$ cat src/rtl/stallctl_pkg.sv
package stallctl_pkg;

    typedef enum logic [1:0] {
        CLS_INT_FAST = 2'd0,
        CLS_INT_SLOW = 2'd1,
        CLS_FP_FAST  = 2'd2,
        CLS_FP_SLOW  = 2'd3
    } op_class_e;

    typedef struct packed {
        logic fp;
        logic slow;
    } pred_t;

    function automatic pred_t split_class(op_class_e c);
        pred_t p;
        p.fp   = c[1];
        p.slow = c[0];
        return p;
    endfunction

    function automatic int unsigned op_cycles(pred_t p, int unsigned fp_base);
        int unsigned base;
        base = p.fp ? fp_base : 1;
        return base + (p.slow ? 1 : 0);
    endfunction

endpackage

$ cat src/rtl/opclass_table.sv
module opclass_table
    import stallctl_pkg::*;
#(
    parameter int OPC_W = 4
) (
    input  logic             clk,
    input  logic             rst,
    input  logic             wr_en,
    input  logic [OPC_W-1:0] wr_addr,
    input  op_class_e        wr_cls,
    input  logic [OPC_W-1:0] rd_addr,
    output op_class_e        rd_cls
);
    localparam int DEPTH = 1 << OPC_W;

    op_class_e mem [DEPTH];

    always_ff @(posedge clk) begin
        if (rst) begin
            for (int i = 0; i < DEPTH; i++) mem[i] <= CLS_INT_FAST;
        end else if (wr_en) begin
            mem[wr_addr] <= wr_cls;
        end
    end

    assign rd_cls = mem[rd_addr];

    // a write lands in the addressed entry
    p_tbl_write_r2: assert property (@(posedge clk) disable iff (rst)
        wr_en |=> mem[$past(wr_addr)] == $past(wr_cls));

endmodule

$ cat src/rtl/path_predictor.sv
module path_predictor
    import stallctl_pkg::*;
#(
    parameter int FP_CYC = 3,
    parameter int CW     = 3
) (
    input  op_class_e        cls,
    output logic [CW-1:0]    lat,
    output logic             slow
);
    pred_t p;

    always_comb begin
        p    = split_class(cls);
        lat  = CW'(op_cycles(p, FP_CYC));
        slow = p.slow;
    end

endmodule

$ cat src/rtl/exec_tracker.sv
module exec_tracker #(
    parameter int OPC_W = 4,
    parameter int CW    = 3
) (
    input  logic             clk,
    input  logic             rst,
    input  logic             start,
    input  logic [CW-1:0]    start_lat,
    input  logic             start_slow,
    input  logic [OPC_W-1:0] start_opc,
    output logic             ex_en,
    output logic             fetch_stall,
    output logic             wb_valid,
    output logic [OPC_W-1:0] wb_opc
);
    typedef struct packed {
        logic             busy;
        logic             slow;
        logic [CW-1:0]    rem;
        logic [OPC_W-1:0] opc;
    } slot_t;

    localparam logic [CW-1:0] ONE = CW'(1);
    localparam logic [CW-1:0] TWO = CW'(2);

    slot_t cur;

    always_ff @(posedge clk) begin
        if (rst) begin
            cur <= '0;
        end else if (start) begin
            cur.busy <= 1'b1;
            cur.slow <= start_slow;
            cur.rem  <= start_lat;
            cur.opc  <= start_opc;
        end else if (cur.busy) begin
            if (cur.rem == ONE) cur.busy <= 1'b0;
            else                cur.rem  <= cur.rem - ONE;
        end
    end

    always_comb begin
        wb_valid    = cur.busy && (cur.rem == ONE);
        fetch_stall = cur.busy && (cur.rem > ONE);
        ex_en       = !(cur.busy && cur.slow && (cur.rem == TWO));
        wb_opc      = cur.opc;
    end

    // the enable never drops for two cycles in a row
    p_gate_single_r10: assert property (@(posedge clk) disable iff (rst)
        !ex_en |=> ex_en);

    // the gated cycle is always followed by the final cycle
    p_gate_then_wb_r6: assert property (@(posedge clk) disable iff (rst)
        !ex_en |=> wb_valid);

    // the last cycle frees the queue
    p_wb_frees_r7: assert property (@(posedge clk) disable iff (rst)
        wb_valid |-> !fetch_stall);

endmodule

$ cat src/rtl/cp_stall_ctrl.sv
module cp_stall_ctrl
    import stallctl_pkg::*;
#(
    parameter int OPC_W  = 4,
    parameter int FP_CYC = 3
) (
    input  logic             clk,
    input  logic             rst,
    input  logic             cfg_we,
    input  logic [OPC_W-1:0] cfg_addr,
    input  logic [1:0]       cfg_class,
    input  logic             issue_valid,
    input  logic [OPC_W-1:0] issue_opcode,
    output logic             ex_en,
    output logic             fetch_stall,
    output logic             wb_valid,
    output logic [OPC_W-1:0] wb_opcode
);
    localparam int CW = $clog2(FP_CYC + 2);

    op_class_e       rd_cls;
    logic [CW-1:0]   lat;
    logic            slow;
    logic            accept;

    opclass_table #(.OPC_W(OPC_W)) u_tbl (
        .clk     (clk),
        .rst     (rst),
        .wr_en   (cfg_we),
        .wr_addr (cfg_addr),
        .wr_cls  (op_class_e'(cfg_class)),
        .rd_addr (issue_opcode),
        .rd_cls  (rd_cls)
    );

    path_predictor #(.FP_CYC(FP_CYC), .CW(CW)) u_pred (
        .cls  (rd_cls),
        .lat  (lat),
        .slow (slow)
    );

    assign accept = issue_valid && !fetch_stall;

    exec_tracker #(.OPC_W(OPC_W), .CW(CW)) u_trk (
        .clk         (clk),
        .rst         (rst),
        .start       (accept),
        .start_lat   (lat),
        .start_slow  (slow),
        .start_opc   (issue_opcode),
        .ex_en       (ex_en),
        .fetch_stall (fetch_stall),
        .wb_valid    (wb_valid),
        .wb_opc      (wb_opcode)
    );

    // an accepted instruction is in execute in the next cycle
    p_accept_r8: assert property (@(posedge clk) disable iff (rst)
        accept |=> (wb_valid || fetch_stall));

endmodule

$ cat config.mk
export PLATFORM = sky130hd
export DESIGN_NAME = cp_stall_ctrl
export DESIGN_NICKNAME = d
export VERILOG_FILES = /design/src/rtl/stallctl_pkg.sv /design/src/rtl/opclass_table.sv /design/src/rtl/path_predictor.sv /design/src/rtl/exec_tracker.sv /design/src/rtl/cp_stall_ctrl.sv
export SDC_FILE = /design/constraint.sdc
export NUM_CORES = 1
export LEC_CHECK = 0
export ABC_AREA = 1
export ABC_CLOCK_PERIOD_IN_PS = 4800
export BUFFER_PORTS_ARGS = -buffer_cell sky130_fd_sc_hd__buf_4
export CORE_MARGIN = 2
export CORE_UTILIZATION = 63
export DETAILED_ROUTE_END_ITERATION = 12
export GPL_TIMING_DRIVEN = 0
export PLACE_DENSITY = 0.93
export SLEW_MARGIN = 0
export SYNTH_ARGS = -nofsm -noshare
export SYNTH_HDL_FRONTEND = slang
export SYNTH_HIERARCHICAL = 1
export SYNTH_SLANG_ARGS = --single-unit
$ cat constraint.sdc
create_clock -name clk -period 4.8 [get_ports clk]
set_input_delay 0.48 -clock clk [delete_from_list [all_inputs] [get_ports clk]]
set_output_delay 0.48 -clock clk [all_outputs]
set_load 0.05 [all_outputs]
==> results.ini <==
[logic_synthesis]
synth_seq_cells = 41
yosysTopAreaCell = edfxtp_1
synth.distinct_cells = 25
yosys.area.top_type_share = 0.423
ys_warn_count = 6
synth_edf_count = 32
syn_avg_cell_area_um2 = 7.97
synth_cells = 285
synthArstFlopShare = 0
syn-num-nets = 303
synthFlopType = edfxtp_1
yosys-top-cells-area = edfxtp_1 42%, nand2_1 16%, dfxtp_1 7.9%
synth_area_um2 = 2270
ys_seq_area_frac = 0.502

[cells_and_area]
antenna_cells = 0
finalNetCount = 330
drive_gt1_frac = 0.183
area_delta_synth_final_pct = 12.3
n_fill_cell = 256
design_area_um2 = 2550
final_cell_mix = 94 x nand2_1, 40 x inv_1, 37 x nor2_1
stdcell_count = 358
final_common_cell = nand2_1

[placement]
dp_hpwl_mm = 3.24
dpl-instance-area_um2 = 2480
place_inst = 351
gp_congestion = 0.830
io_buffers = 20

[clock_network]
h-tree-depth = 2
cts_root_buf = clkbuf_4
clk_pin_slew_ns = 0.11
tritoncts = done
holdBufCountCts = 0
cts.sinks = 41
cts_buffer_depth = 2
post_cts_buffers = 0
postCtsResizedCells = 0
cts-buffers-inserted = 5
insertion_delay_ns = 0.35

[timing]
setup_viol = 0
hold_slack_ns = 0.392
hold_viol_final = 0
layout_min_cycle_time_ns = 2.16
relSlewSlack = 0.673
rsz0062_at_grt = no
fmax_mhz = 462
min_period_over_period = 0.451
slew_violations = 0
totalNegativeSetupSlack_ns = 0
worstMarginPinSlew_ns = 0.491
fin_skew_ns = 0.00603

[worst_setup_path]
crit_path_max_fanout = 5
startpoint = u_trk/cur[5]
crit_path_end_kind = output port
path_class = reg2out
cp.required_ns = 4.32
critical_path_arrival_ns = 1.68
critPathLaunchType = flip-flop
rr_startpoint = u_trk/cur[5]

[drt]
drc = 0
wl_per_cell_um = 11.8
num_vias = 1843
vias_per_cell = 5.15
routed_wl_mm = 4.23
final_antenna_net_count = 0
drtIter0Drc = 108
drt_first_pass_iters = 4

[grt]
grt_usage = 0.235
grt_pass1_vias = 1800
antenna_found_initial = 0
grtUsageMet1 = 0.253
grt_max_degree = 13
grt_most_used_layer = met2
grt_pass1_wl_mm = 7.34
grt_overflow = 0
groute.layer.met2.usage = 0.409
gr-usage-met3 = 0.0616

[run]
cap_viol_max_count = 0

[pwr]
pwr_density_cell_nw_per_um2 = 307
p_leak_nw = 1.23
total_power_uw = 783
ir_drop_uv = 208

[worst_hold_path]
hp-class = in2reg
worstHoldStart = issue_opcode[0]

[floorplanning]
die_h_um = 64.0
io_pins = 21
fp.coreArea_um2 = 3390
die_x_um = 64.0
fp-row-count = 21
die_area_um2 = 4100
start_util = 0.670

[run_status]
outcome = completed

==> area by class of cell <==
| cell class | count | area (um^2) | area share |
|---|---|---|---|
| Multi-Input combinational cell | 184 | 833 | 0.327 |
| Buffer | 15 | 120 | 0.0471 |
| Clock inverter | 2 | 35.0 | 0.0137 |
| Tap cell | 46 | 57.6 | 0.0226 |
| Inverter | 45 | 176 | 0.0692 |
| Timing Repair Buffer | 20 | 150 | 0.0589 |
| Sequential cell | 41 | 1140 | 0.447 |
| Clock buffer | 5 | 37.5 | 0.0147 |
==> flip-flops by register name, summed over array words and instances, names as in the netlist <==
name and count:
u_trk/cur 5, u_tbl/mem 32, u_trk/wb_opc 4
==> path summary, 6_finish.rpt <==
path                                        end  slack [ns]  depth (start not counted)
worst min-delay path            u_trk/wb_opc[0]        0.39                          3
worst max register to register     u_trk/cur[5]        2.98                         12
worst max-delay path                fetch_stall        2.64                          6
worst min register to register  u_trk/wb_opc[0]        0.47                          2
==> cells in the mapped netlist (2+ instances only) <==
library cell,count
nand3_1,27
buf_6,3
buf_4,6
a21oi_2,3
buf_2,2
inv_2,3
ha_1,4
clkbuf_1,3
inv_1,40
a21oi_1,5
nand2_2,2
edfxtp_1,32
nor2_2,3
nand2_1,94
nor3_2,4
dfxtp_1,9
nor2_1,37
==> through the flow <==
stage | utilization | worst slack (ns)
6_report | 0.753 | 2.64
2_1_floorplan | - | 2.41
4_1_cts | 0.753 | 2.61
3_5_place_dp | 0.731 | 2.76
5_1_grt | 0.753 | 2.48
3_3_place_gp | 0.731 | 2.78
==> worst max-delay path, stage by stage (launching register included) <==
cell and delay, ns:
dfxtp_1 0.35, inv_1 0.09, ha_1 0.19, nand2_1 0.10, nand2_2 0.11, a31oi_1 0.25, buf_4 0.25
==> power breakdown <==
group / internal (mW) / leakage, nW / total, mW / switching, mW
Clock: 0.106 / 0.0410 / 0.212 / 0.106
Combinational: 0.0583 / 0.808 / 0.154 / 0.0961
Sequential: 0.406 / 0.380 / 0.416 / 0.0105
==> metal layers <==
| layer | wire, um | vias up |
|---|---|---|
| met1 | 1670 | 823 |
| met4 | 109 | 0 |
| met5 | 0 | - |
| met3 | 304 | 10 |
| li1 | - | 930 |
| met2 | 2140 | 80 |
==> logic make-up after synthesis <==
kind of cell,after synthesis,share of synthesized area
flip-flops,41,0.502
AND/OR/NAND/NOR,169,0.315
buffers and inverters,60,0.131
AO/OA/AOI/OAI,11,0.0297
adder cells (fa/ha/maj),4,0.0220
Note: power is estimated with default switching activity, not from simulation.
